$ cat config.mk
export PLATFORM = sky130hd
export DESIGN_NAME = line_clamp_gen
export DESIGN_NICKNAME = d
export VERILOG_FILES = /design/src/rtl/lcg_pkg.sv /design/src/rtl/lcg_ctrl.sv /design/src/rtl/lcg_datapath.sv /design/src/rtl/line_clamp_gen.sv
export SDC_FILE = /design/constraint.sdc
export NUM_CORES = 1
export LEC_CHECK = 0
export BUFFER_PORTS_ARGS = -buffer_cell sky130_fd_sc_hd__buf_2
export CAP_MARGIN = 20
export CORE_UTILIZATION = 54
export DETAILED_ROUTE_END_ITERATION = 8
export HOLD_SLACK_MARGIN = 0.02
export MAX_ROUTING_LAYER = met4
export PLACE_DENSITY = 0.84
export SYNTH_ARGS = -nofsm -noshare
export SYNTH_HDL_FRONTEND = slang
export SYNTH_SLANG_ARGS = --single-unit
$ cat constraint.sdc
create_clock -name clk -period 5.8 [get_ports clk]
set_clock_uncertainty 0.15 [all_clocks]
set_input_delay 0.87 -clock clk [delete_from_list [all_inputs] [get_ports clk]]
set_output_delay 0.87 -clock clk [all_outputs]
set_load 0.03 [all_outputs]
$ cat src/rtl/lcg_pkg.sv
package lcg_pkg;

  typedef enum logic [1:0] {
    PH_IDLE  = 2'd0,
    PH_WAIT  = 2'd1,
    PH_PULSE = 2'd2
  } phase_e;

  // strobes from control to datapath
  typedef struct packed {
    logic latchCfg;   // capture settings from the inputs this cycle
    logic loadDelay;  // counter <- start delay
    logic loadPulse;  // counter <- pulse length
    logic countDown;  // counter decrements
    logic clampOn;    // internal clamp rises
    logic clampOff;   // internal clamp falls
  } strobe_t;

  // flags from datapath to control
  typedef struct packed {
    logic cntLast;     // counter holds 1
    logic inDelayZero; // startDelay input is 0
    logic inLenZero;   // pulseLen input is 0
    logic cfgLenZero;  // captured length is 0
  } status_t;

endpackage

$ cat src/rtl/lcg_ctrl.sv
module lcg_ctrl
  import lcg_pkg::*;
#(
  parameter int SYNC_STAGES = 2
) (
  input  logic    clk,
  input  logic    rstN,
  input  logic    hsyncIn,
  input  logic    hsyncActiveHigh,
  input  status_t status,
  output strobe_t strobes
);

  logic [SYNC_STAGES-1:0] syncChain;
  logic syncLevel;
  logic activeNow;
  logic activePrev;
  logic trailEdge;
  phase_e phase, phaseNext;

  // synchronizer chain
  genvar gi;
  generate
    for (gi = 0; gi < SYNC_STAGES; gi++) begin : g_sync
      if (gi == 0) begin : g_first
        always_ff @(posedge clk or negedge rstN) begin
          if (!rstN) syncChain[0] <= 1'b0;
          else       syncChain[0] <= hsyncIn;
        end
      end else begin : g_next
        always_ff @(posedge clk or negedge rstN) begin
          if (!rstN) syncChain[gi] <= 1'b0;
          else       syncChain[gi] <= syncChain[gi-1];
        end
      end
    end
  endgenerate

  assign syncLevel = syncChain[SYNC_STAGES-1];
  assign activeNow = hsyncActiveHigh ? syncLevel : ~syncLevel;
  assign trailEdge = activePrev & ~activeNow;

  always_ff @(posedge clk or negedge rstN) begin
    if (!rstN) begin
      activePrev <= 1'b0;
      phase      <= PH_IDLE;
    end else begin
      activePrev <= activeNow;
      phase      <= phaseNext;
    end
  end

  always_comb begin
    strobes   = '0;
    phaseNext = phase;
    if (trailEdge) begin
      strobes.latchCfg = 1'b1;
      if (!status.inDelayZero) begin
        strobes.loadDelay = 1'b1;
        strobes.clampOff  = 1'b1;
        phaseNext         = PH_WAIT;
      end else if (!status.inLenZero) begin
        strobes.loadPulse = 1'b1;
        strobes.clampOn   = 1'b1;
        phaseNext         = PH_PULSE;
      end else begin
        strobes.clampOff = 1'b1;
        phaseNext        = PH_IDLE;
      end
    end else begin
      unique case (phase)
        PH_WAIT: begin
          if (status.cntLast) begin
            if (status.cfgLenZero) begin
              phaseNext = PH_IDLE;
            end else begin
              strobes.loadPulse = 1'b1;
              strobes.clampOn   = 1'b1;
              phaseNext         = PH_PULSE;
            end
          end else begin
            strobes.countDown = 1'b1;
          end
        end
        PH_PULSE: begin
          if (status.cntLast) begin
            strobes.clampOff = 1'b1;
            phaseNext        = PH_IDLE;
          end else begin
            strobes.countDown = 1'b1;
          end
        end
        default: phaseNext = PH_IDLE;
      endcase
    end
  end

endmodule

$ cat src/rtl/lcg_datapath.sv
module lcg_datapath
  import lcg_pkg::*;
#(
  parameter int CNT_W   = 8,
  parameter int DATA_W  = 8,
  parameter int DEF_LEN = 20
) (
  input  logic              clk,
  input  logic              rstN,
  input  logic [CNT_W-1:0]  startDelay,
  input  logic [CNT_W-1:0]  pulseLen,
  input  logic              useExtClamp,
  input  logic              extClampIn,
  input  logic              extActiveHigh,
  input  logic              redMidscale,
  input  logic              blueMidscale,
  input  strobe_t           strobes,
  output status_t           status,
  output logic              clampOut,
  output logic [DATA_W-1:0] redTarget,
  output logic [DATA_W-1:0] greenTarget,
  output logic [DATA_W-1:0] blueTarget
);

  localparam int NUM_CH = 3;
  localparam logic [DATA_W-1:0] MID_CODE = DATA_W'(1) << (DATA_W - 1);

  logic [CNT_W-1:0] cnt;
  logic [CNT_W-1:0] cfgLen;
  logic intClamp, intClampNext;
  logic extLevel;

  always_ff @(posedge clk or negedge rstN) begin
    if (!rstN) begin
      cnt    <= '0;
      cfgLen <= CNT_W'(DEF_LEN);
    end else begin
      if (strobes.latchCfg) cfgLen <= pulseLen;
      if (strobes.loadDelay)      cnt <= startDelay;
      else if (strobes.loadPulse) cnt <= strobes.latchCfg ? pulseLen : cfgLen;
      else if (strobes.countDown) cnt <= cnt - 1'b1;
    end
  end

  assign status.cntLast     = (cnt == CNT_W'(1));
  assign status.inDelayZero = (startDelay == '0);
  assign status.inLenZero   = (pulseLen == '0);
  assign status.cfgLenZero  = (cfgLen == '0);

  always_comb begin
    intClampNext = intClamp;
    if (strobes.clampOn)       intClampNext = 1'b1;
    else if (strobes.clampOff) intClampNext = 1'b0;
  end

  assign extLevel = (extClampIn == extActiveHigh);

  always_ff @(posedge clk or negedge rstN) begin
    if (!rstN) begin
      intClamp <= 1'b0;
      clampOut <= 1'b0;
    end else begin
      intClamp <= intClampNext;
      clampOut <= useExtClamp ? extLevel : intClampNext;
    end
  end

  // per-channel restore code; index 1 (green) has no midscale option
  logic [NUM_CH-1:0]  midSel;
  logic [DATA_W-1:0]  chCode [NUM_CH];
  assign midSel = {blueMidscale, 1'b0, redMidscale};

  genvar ch;
  generate
    for (ch = 0; ch < NUM_CH; ch++) begin : g_code
      assign chCode[ch] = midSel[ch] ? MID_CODE : '0;
    end
  endgenerate

  assign redTarget   = chCode[0];
  assign greenTarget = chCode[1];
  assign blueTarget  = chCode[2];

endmodule

$ cat src/rtl/line_clamp_gen.sv
module line_clamp_gen
  import lcg_pkg::*;
#(
  parameter int CNT_W       = 8,
  parameter int DATA_W      = 8,
  parameter int SYNC_STAGES = 2,
  parameter int DEF_LEN     = 20
) (
  input  logic              clk,
  input  logic              rstN,
  input  logic              hsyncIn,
  input  logic              hsyncActiveHigh,
  input  logic [CNT_W-1:0]  startDelay,
  input  logic [CNT_W-1:0]  pulseLen,
  input  logic              useExtClamp,
  input  logic              extClampIn,
  input  logic              extActiveHigh,
  input  logic              redMidscale,
  input  logic              blueMidscale,
  output logic              clampOut,
  output logic [DATA_W-1:0] redTarget,
  output logic [DATA_W-1:0] greenTarget,
  output logic [DATA_W-1:0] blueTarget
);

  strobe_t strobes;
  status_t status;

  lcg_ctrl #(.SYNC_STAGES(SYNC_STAGES)) u_ctrl (
    .clk             (clk),
    .rstN            (rstN),
    .hsyncIn         (hsyncIn),
    .hsyncActiveHigh (hsyncActiveHigh),
    .status          (status),
    .strobes         (strobes)
  );

  lcg_datapath #(.CNT_W(CNT_W), .DATA_W(DATA_W), .DEF_LEN(DEF_LEN)) u_dp (
    .clk           (clk),
    .rstN          (rstN),
    .startDelay    (startDelay),
    .pulseLen      (pulseLen),
    .useExtClamp   (useExtClamp),
    .extClampIn    (extClampIn),
    .extActiveHigh (extActiveHigh),
    .redMidscale   (redMidscale),
    .blueMidscale  (blueMidscale),
    .strobes       (strobes),
    .status        (status),
    .clampOut      (clampOut),
    .redTarget     (redTarget),
    .greenTarget   (greenTarget),
    .blueTarget    (blueTarget)
  );

endmodule

==> impl_metrics.yaml, run 1 <==
timing:
  timing.fmax_mhz: 367
  setup_viol: 0
  post-route-period-util: 0.470
  setup_tns_ns: 0
  fin_crit_ns: 2.72
  max_slew.worst_pin.slew_ns: 0.849
  drv_slew: 0
  whs_ns: 0.248
  grt_setup_unrepaired: "false"
  relSlewSlack: 0.434
  final-hold-violation-count: 0
critical_path:
  r2r_cells: 5
  critPathKind: "in -> reg"
  cp.required_ns: 5.85
  reg2reg_to: "u_dp.cnt[1]"
  cp_max_fo: 26
  endpoint_kind: "flip-flop"
  worstSetupStartpointType: "primary input"
  r2r_start: "u_ctrl.syncLevel"
  reg2reg_slack_ns: 3.35
  critPathArrivalTime_ns: 2.78
global_routing:
  grt_overflow_total: 0
  grt_usage: 0.236
  grt_pass1_vias: 1196
  grt_max_degree: 27
  grt_pass1_wl_microns: 5680
  antenna_found_initial: 0
route:
  first_pass_iters: 4
  vias_per_cell: 5.97
  ant_nets: 0
  drc: 0
  vias: 1290
  wire_per_inst_microns: 15.4
  dr.first_iter.drc_count: 25
  wirelength_microns: 3330
power_and_ir_drop:
  power_frac_comb: 0.389
  powerDensity_nw_per_um2: 349
  leakage_nw: 0.769
  clock_power_share: 0.132
  intPower_mw: 0.332
  ir_drop_mv: 0.219
  p_sw_frac: 0.410
  power.switching_mw: 0.231
  power_frac_seq: 0.479
layout:
  final_common_cell: "nand2_1"
  layout.area.seq_sq_um: 578
  layout.cells.non_filler: 216
  syn_to_final_growth_pct: 3.37
  fin_util: 0.589
  multiInputGateArea_sq_um: 826
  fillCellCount: 238
  layout_common_cells: "nand2_1, buf_2, conb_1"
  nets: 215
  drive_gt1_frac: 0.211
  diodes: 0
placed_design:
  dp_hpwl_microns: 2590
  placedCellCount: 212
  finalWeightedCongestion: 0.942
  port_buffers: 23
min_path:
  min-delay-start: "u_ctrl.syncChain[0]"
  whs_path_depth: 0
  min_path_type: "reg -> reg"
  whs_endpoint: "u_ctrl.syncLevel"
clock_tree:
  postCtsSetupRepairBufs: 0
  cts_made_buffers: 3
  cts_htree_levels: 1
  clockRootBuffer: "clkbuf_4"
  clk_pin_slew_ns: 0.13
  insertion_delay_ns: 0.30
  hold_buffers: 0
  cts_resized: 0
  clockBufferDepth: 2
  cts_sinks: 23
  cts_tree: "done"
floorplan:
  start_util: 0.570
  die_y_microns: 55.7
  fp-row-count: 19
  die_area_sq_um: 3100
  ios: 50
  core_sq_um: 2730
  die_w_microns: 55.7
logic_synthesis:
  synthArstFlopShare: 1.00
  yosysWarnings: 0
  synth-main-ff-cell: "dfrtp_1"
  syn_area_per_cell_sq_um: 9.33
  synth_cells: 167
  ys_types: 43
  seq_area_frac_synth: 0.371
  syn_area_sq_um: 1560
  ys_ff_latch: 23
  synth_edf_count: 0
run:
  maxCapViolations: 0
run_status:
  run_status: "finished, final reports clean"
## area by class of cell
class / instances / area share
Clock buffer: 4 / 0.0163
Inverter: 7 / 0.0163
Multi-Input combinational cell: 128 / 0.513
Tap cell: 31 / 0.0241
Timing Repair Buffer: 23 / 0.0715
Sequential cell: 23 / 0.359
## sequential cells by signal (all words and copies together) (netlist names)
register	cells
u_dp.cfgLen	8
u_dp.cnt	8
u_ctrl.phase	2
u_ctrl.activePrev	1
u_ctrl.syncChain	1
u_ctrl.syncLevel	1
u_dp.clampOut	1
u_dp.intClamp	1
## metal layers
metal / global-route usage / up-vias / share of wire
li1: - / 593 / -
met3: 0.0256 / 12 / 0.065
met1: 0.303 / 617 / 0.40
met4: 0.0643 / 0 / 0.020
met5: - / - / 0
met2: 0.398 / 68 / 0.51
## worst max-delay path by stage
stage / start / to / slack, ns / cells past startpoint
6_report: hsyncActiveHigh / u_dp.cnt[1] / 3.08 / 6
5_1_grt: hsyncActiveHigh / u_dp.cnt[3] / 2.96 / 6
4_1_cts: hsyncActiveHigh / u_dp.cnt[1] / 3.09 / 6
3_5_place_dp: hsyncActiveHigh / u_dp.cnt[1] / 2.76 / 6
3_3_place_gp: hsyncActiveHigh / u_dp.cnt[1] / 2.86 / 6
2_1_floorplan: hsyncActiveHigh / u_dp.cnt[0] / 3.35 / 7
## stage by stage
step | power (mW) | area [sq um] | setup slack, ns
after floorplan | 0.443 | 1640 | 3.35
after global placement | 0.477 | 1580 | 2.86
after detailed placement | 0.485 | 1580 | 2.76
after CTS | 0.558 | 1610 | 3.09
after global routing | 0.601 | 1610 | 2.96
final | 0.563 | 1610 | 3.08
## synthesized netlist by cell type, types with 2 or more instances
master | instances | share of area
a21oi_1 | 2 | 0.0064
a221o_1 | 5 | 0.032
a221o_2 | 2 | 0.014
and2_1 | 2 | 0.0080
and3_1 | 2 | 0.0080
buf_2 | 3 | 0.0096
buf_4 | 24 | 0.12
clkbuf_1 | 3 | 0.0072
dfrtp_1 | 21 | 0.34
dfstp_2 | 2 | 0.034
ha_1 | 4 | 0.032
inv_1 | 7 | 0.017
mux2_2 | 3 | 0.022
mux2i_1 | 3 | 0.019
nand2_1 | 28 | 0.067
nor2_1 | 4 | 0.0096
nor3_1 | 5 | 0.016
nor4_1 | 3 | 0.012
nor4b_1 | 3 | 0.017
o2111ai_1 | 4 | 0.022
o21ai_0 | 5 | 0.016
o2bb2ai_1 | 2 | 0.011
o31ai_1 | 2 | 0.0096
or3_1 | 2 | 0.0080
or4_1 | 2 | 0.0096
or4_4 | 2 | 0.014
xnor2_1 | 5 | 0.028
xor2_1 | 2 | 0.011
## logic make-up (layout without fill, tap and decap cells)
logic type | Yosys count | in the layout | synth area share
multiplexers | 7 | 7 | 0.0506
other | 1 | 22 | 0.00241
AND/OR/NAND/NOR | 57 | 57 | 0.190
buffers and inverters | 37 | 34 | 0.149
AO/OA/AOI/OAI | 31 | 31 | 0.165
XOR/XNOR | 7 | 7 | 0.0394
adder cells (fa/ha/maj) | 4 | 4 | 0.0321
flip-flops | 23 | 23 | 0.371
## critical path, stage by stage
cell and delay [ns]:
buf_2 0.10, xor2_1 0.25, and2_1 0.73, mux2_2 0.43
o2bb2ai_1 0.13, a221o_1 0.26
## power groups by stage
stage / sequential, mW / combinational (mW) / clock, mW
after CTS: 0.267 / 0.217 / 0.0751
after floorplan: 0.245 / 0.198 / 0
after global placement: 0.267 / 0.210 / 0
final: 0.269 / 0.219 / 0.0743
after detailed placement: 0.270 / 0.215 / 0
after global routing: 0.276 / 0.244 / 0.0814
(Power assumes the default switching activity.)
==> run 2: changes to the inputs <==
ABC_AREA = 1   (was unset)
CORE_UTILIZATION = 46   (was 54)
PLACE_DENSITY = 0.75   (was 0.84)
clock period = 2.42 ns   (was 5.8 ns; I/O delays follow)
==> run 2 against run 1 <==
Final cell count up 35%. First-iteration DRC count increased by 36%. Clock power rose by 140%. Design area rose by 10%. Critical path depth rose by 5. Setup slack got worse by 2.5 ns. Wire length fell by 3.8%. Non-clock buffer count increased by 2. Sequential power up 120%. Combinational power increased to 3.2 times the previous value. Via count rose by 4.5%. Count of clock-buffer cells in the layout fell by 1. Critical endpoint is now u_dp.cnt[5]. Largest cell class unchanged. Largest power group is now combinational cells.
==> impl_metrics.yaml, run 2 <==
critical_path:
  crit_path_max_incr_delay_ns: 0.43
  worstSetupStartpointType: "flip-flop"
  endpoint_kind: "flip-flop"
  r2r_cells: 11
  reg2reg_slack_ns: 0.59
  r2r_start: "u_dp.cnt[1]"
  crit_top_cell: "nand2_1"
  critPathArrivalTime_ns: 1.88
  path_cells: "inv_1 -> ha_1 -> inv_1 -> nor3_4 -> nand2_4 -> nand2_8 -> inv_2 -> nand2_1 -> nand2_1 -> nand2_1 -> nand3_1"
  cp.required_ns: 2.47
  crit_path_top_delay_cell: "dfrtp_1"
  cp_max_fo: 10
  reg2reg_to: "u_dp.cnt[5]"
  critPathKind: "reg -> reg"
logic_synthesis:
  syn_area_sq_um: 1660
  synth.area.top_cells: "dfrtp_1, nand2_1, buf_4"
  yosys.area.top_type_share: 0.317
  yosys.area.top_type: "dfrtp_1"
  netlist_top_cells_count: "nand2_1, inv_1, buf_4, nor2_1, dfrtp_1"
  synth_edf_count: 0
  yosysMostFrequentCell: "nand2_1"
  synthArstFlopShare: 1.00
  synth-main-ff-cell: "dfrtp_1"
  syn_area_per_cell_sq_um: 7.53
  synth_cells: 220
  yosysWarnings: 0
  ys_ff_latch: 23
  ys_types: 32
  seq_area_frac_synth: 0.349
timing:
  grt_setup_unrepaired: "false"
  post-route-period-util: 0.755
  relSlewSlack: 0.648
  setup_viol: 0
  final-hold-violation-count: 0
  timing.fmax_mhz: 547
  max_slew.worst_pin.slew_ns: 0.528
  fin_crit_ns: 1.83
  setup_tns_ns: 0
  drv_slew: 0
clock_tree:
  clockBufferDepth: 2
  postCtsSetupRepairBufs: 0
  cts_made_buffers: 3
  cts_htree_levels: 1
  clockRootBuffer: "clkbuf_4"
  cts_tree: "done"
  cts_resized: 0
  insertion_delay_ns: 0.31
  clk_pin_slew_ns: 0.12
  cts_sinks: 23
global_routing:
  grt_max_degree: 24
  top_usage_layer: "met2"
  antenna_found_initial: 0
  grt_usage: 0.208
  grt_pass1_wl_microns: 5580
  use_met3: 0.0207
  grt_pass1_vias: 1291
  grt_util_met2: 0.336
  grt_overflow_total: 0
  met1_usage: 0.274
layout:
  reg_top3: "u_dp.cfgLen: 8 flops, u_dp.cnt: 8 flops, u_ctrl.phase: 2 flops"
  drive_gt1_frac: 0.200
  layout_common_cells: "nand2_1, inv_1, nor2_1, buf_2, conb_1"
  fillCellCount: 348
  final_common_cell: "nand2_1"
  layout.area.seq_sq_um: 578
  multiInputGateArea_sq_um: 865
  syn_to_final_growth_pct: 7.02
  diodes: 0
  nets: 275
  fin_util: 0.523
power_and_ir_drop:
  ir_drop_mv: 0.477
  powerDensity_nw_per_um2: 839
  leakage_nw: 0.934
floorplan:
  core_sq_um: 3390
  start_util: 0.489
  die_y_microns: 62.0
  die_w_microns: 62.0
  fp-row-count: 21
  ios: 50
  die_area_sq_um: 3850
route:
  vias: 1348
  ant_nets: 0
  wirelength_microns: 3200
  vias_per_cell: 4.63
  wire_per_inst_microns: 11.0
  dr.first_iter.drc_count: 34
  drc: 0
  first_pass_iters: 4
placed_design:
  finalWeightedCongestion: 0.888
  dp_hpwl_microns: 2580
  port_buffers: 23
run_status:
  run_status: "finished, final reports clean"
min_path:
  min-delay-start: "useExtClamp"
  whs_path_depth: 2
  whs_endpoint: "u_dp.clampOut"
  min_path_type: "in -> reg"
run:
  maxCapViolations: 0
## run 2: cell count changes after synthesis, sizes merged, moves of 7 or more
| cell | change |
|---|---|
| o21ai | +9 |
| nor2 | +22 |
| inv | +21 |
| nand2 | +31 |
| a221o | -7 |
| nand3 | +22 |
## run 2: report_power, final
group / internal [mW] / switching (mW)
Combinational: 0.261 / 0.446
Clock: 0.0630 / 0.119
Sequential: 0.494 / 0.105
Total: 0.818 / 0.670
## run 2: stage by stage
step	instances	area [sq um]	setup WS, ns	total power [mW]	hold slack [ns]
CTS	291	1770	0.572	1.50	0.0507
detailed placement	285	1720	0.529	1.31	0.193
global route	291	1770	0.455	1.63	0.0481
floorplan	241	1740	0.847	1.17	-0.0826
global placement	285	1720	0.580	1.30	0.185
finish	291	1770	0.593	1.49	0.0643
## run 2: routing by layer
layer  wire length (microns)  vias up  part of all wire
met4                      35        0             0.011
li1                        -      688                 -
met1                    1530      620              0.48
met3                     113        4             0.035
met5                       0        -                 0
met2                    1530       36              0.48
## run 2: cell type report
type | count | area share
Timing Repair Buffer | 25 | 0.0762
Clock inverter | 1 | 0.00423
Multi-Input combinational cell | 165 | 0.488
Inverter | 28 | 0.0607
Sequential cell | 23 | 0.326
Tap cell | 46 | 0.0325
Clock buffer | 3 | 0.0127
## run 2: worst max-delay path: cells and delay by family (launching register included)
kind	cells	cell delay, ns
adders and majority gates	1	0.15
buffers and inverters	3	0.22
DFF	1	0.43
and+or+nand+nor	7	0.77
## run 2: cell families after synthesis
logic type               after synthesis  share of synthesized area
AND/OR/NAND/NOR                      115                      0.345
buffers and inverters                 53                      0.177
flip-flops                            23                      0.349
AO/OA/AOI/OAI                         18                     0.0650
XOR/XNOR                               6                     0.0317
adder cells (fa/ha/maj)                4                     0.0302
other                                  1                    0.00226
## run 2: timing repair
item	4_1_cts	5_1_grt
endpoints found under the hold margin	22	0
setup endpoints to repair	0	0
hold buffers	2	0
## run 2: how the worst max path moves through the flow
stage / start / end / slack, ns / cells past startpoint
floorplan: u_dp.cnt[1] / u_dp.cnt[5] / 0.85 / 11
global placement: hsyncActiveHigh / u_dp.cnt[5] / 0.58 / 11
detailed placement: hsyncActiveHigh / u_dp.cnt[5] / 0.53 / 11
CTS: u_dp.cnt[1] / u_dp.cnt[5] / 0.57 / 11
global route: u_ctrl.syncLevel / u_dp.cnt[5] / 0.46 / 10
finish: u_dp.cnt[1] / u_dp.cnt[5] / 0.59 / 11
==> run 3: changes to the inputs <==
clock period = 1.5 ns   (was 2.42 ns; I/O delays follow)
==> run 3 against run 2 <==
The run now ends with setup timing left. Sequential power increased by 60%. Fmax increased by 6.3%. Utilization increased by 14 points. Total power increased by 110%. First-iteration DRC count increased by 59%. Wire length increased by 29%. Non-clock buffer count increased by 44. Combinational power increased to 2.6 times the previous value. Critical endpoint is now u_dp.cnt[1].
==> impl_metrics.yaml, run 3 (synthesis gave the netlist of run 2 again) <==
route:
  ant_nets: 0
  dr.first_iter.drc_count: 54
  wirelength_microns: 4150
  drc: 0
  vias: 1606
  wire_per_inst_microns: 12.3
  vias_per_cell: 4.75
  first_pass_iters: 4
placed_design:
  port_buffers: 23
  finalWeightedCongestion: 0.906
  place_ws_ns: -0.161
  dp_hpwl_microns: 2800
  dpl-instance-area_sq_um: 1980
critical_path:
  cp_max_fo: 6
  cp.required_ns: 1.57
  worstSetupStartpointType: "flip-flop"
  r2r_start: "u_dp.cnt[1]"
  crit_path_top_delay_cell: "dfrtp_1"
  critPathArrivalTime_ns: 1.79
  path_cells: "inv_2 -> ha_4 -> inv_2 -> nor3_4 -> nand2_4 -> nand4_4 -> inv_4 -> nand2_2 -> nand3_1"
  crit_path_max_incr_delay_ns: 0.42
  reg2reg_to: "u_dp.cnt[1]"
  endpoint_kind: "flip-flop"
  crit_top_cell: "inv_2"
  critPathKind: "reg -> reg"
  reg2reg_slack_ns: -0.22
  r2r_cells: 9
layout:
  fin_area_sq_um: 2250
  diodes: 0
  multiInputGateArea_sq_um: 988
  fin_util: 0.665
  layout.area.seq_sq_um: 581
  syn_to_final_growth_pct: 36.0
  nets: 322
  final_common_cell: "nand2_1"
  drive_gt1_frac: 0.418
  fillCellCount: 324
  reg_top3: "u_dp.cfgLen: 8 flops, u_dp.cnt: 8 flops, u_ctrl.phase: 2 flops"
  layout_common_cells: "nand2_1, buf_4, buf_2"
power_and_ir_drop:
  powerDensity_nw_per_um2: 1390
  total_power_mw: 3.12
  leakage_nw: 1.18
  ir_drop_mv: 0.660
floorplan:
  ios: 50
  core_sq_um: 3390
  die_w_microns: 62.0
  start_util: 0.489
  fp-row-count: 21
  die_area_sq_um: 3850
  die_y_microns: 62.0
global_routing:
  grt_overflow_total: 0
  grt_pass1_wl_microns: 6410
  antenna_found_initial: 0
  grt_usage: 0.240
  grt_pass1_vias: 1417
  grt_max_degree: 24
clock_tree:
  insertion_delay_ns: 0.32
  clockRootBuffer: "clkbuf_4"
  cts_htree_levels: 1
  cts_made_buffers: 3
  cts_tree: "done"
  clockBufferDepth: 2
  cts_sinks: 23
  clk_pin_slew_ns: 0.14
timing:
  setup_ws_ns: -0.219
  grt_setup_unrepaired: "true"
  whs_ns: 0.0294
  setup_viol: 12
  relSlewSlack: 0.648
  final-hold-violation-count: 0
  fin_crit_ns: 1.72
  max_slew.worst_pin.slew_ns: 0.528
  drv_slew: 0
  post-route-period-util: 1.15
  timing.fmax_mhz: 582
min_path:
  whs_endpoint: "u_dp.cfgLen[0]"
  min-delay-start: "pulseLen[0]"
  whs_path_depth: 3
  min_path_type: "in -> reg"
run:
  maxCapViolations: 0
run_status:
  run_status: "finished with violations"
  violations: "setup timing"
run 3: through the flow:
stage | TNS [ns] | cells
after floorplan | -0.244 | 241
after global placement | -0.778 | 318
after detailed placement | -1.18 | 318
after CTS | -1.37 | 336
after global routing | -2.75 | 338
final | -1.88 | 338
run 3: worst max-delay path: cells and delay by family, from the launching register on:
| family | cells | cell delay (ns) |
|---|---|---|
| simple gates | 5 | 0.72 |
| flops | 1 | 0.42 |
| buf+inv | 3 | 0.20 |
| fa+ha+maj | 1 | 0.12 |
run 3: where the power goes:
group	internal [mW]	switching [mW]
sequential	0.803	0.153
combinational	0.858	0.995
clock	0.102	0.210
run 3: layout make-up:
cell class	instances	area share
repair buffers	69	0.214
multi-input cells	168	0.439
inverters	28	0.0511
well taps	46	0.0255
clock buffers	3	0.00999
clock inverters	1	0.00333
flip-flops and latches	23	0.258
run 3: worst max-delay path by stage:
stage	startpoint	to	slack (ns)	depth (start not counted)
after global placement	u_ctrl.syncLevel	u_dp.cnt[6]	-0.12	8
after detailed placement	u_dp.cnt[1]	u_dp.cnt[5]	-0.16	11
after floorplan	u_dp.cnt[1]	u_dp.cnt[5]	-0.07	11
final	u_dp.cnt[1]	u_dp.cnt[1]	-0.22	9
after CTS	u_dp.cnt[2]	u_dp.cnt[0]	-0.17	8
after global routing	u_dp.cnt[1]	u_dp.cnt[4]	-0.29	9
run 3: metal layers:
metal  part of all wire  global-route usage
met1               0.40               0.291
met2               0.53               0.419
met3              0.051              0.0269
met4              0.016              0.0698
met5                  0                   -
run 3: repair_timing:
item                                   4_1_cts  5_1_grt
gates cloned                                 3        0
setup endpoints to repair                   12       15
hold buffers                                 5        2
endpoints found under the hold margin       25        2
gates resized for setup                     16       30
pin swaps                                    7        7
setup buffers                                6        0
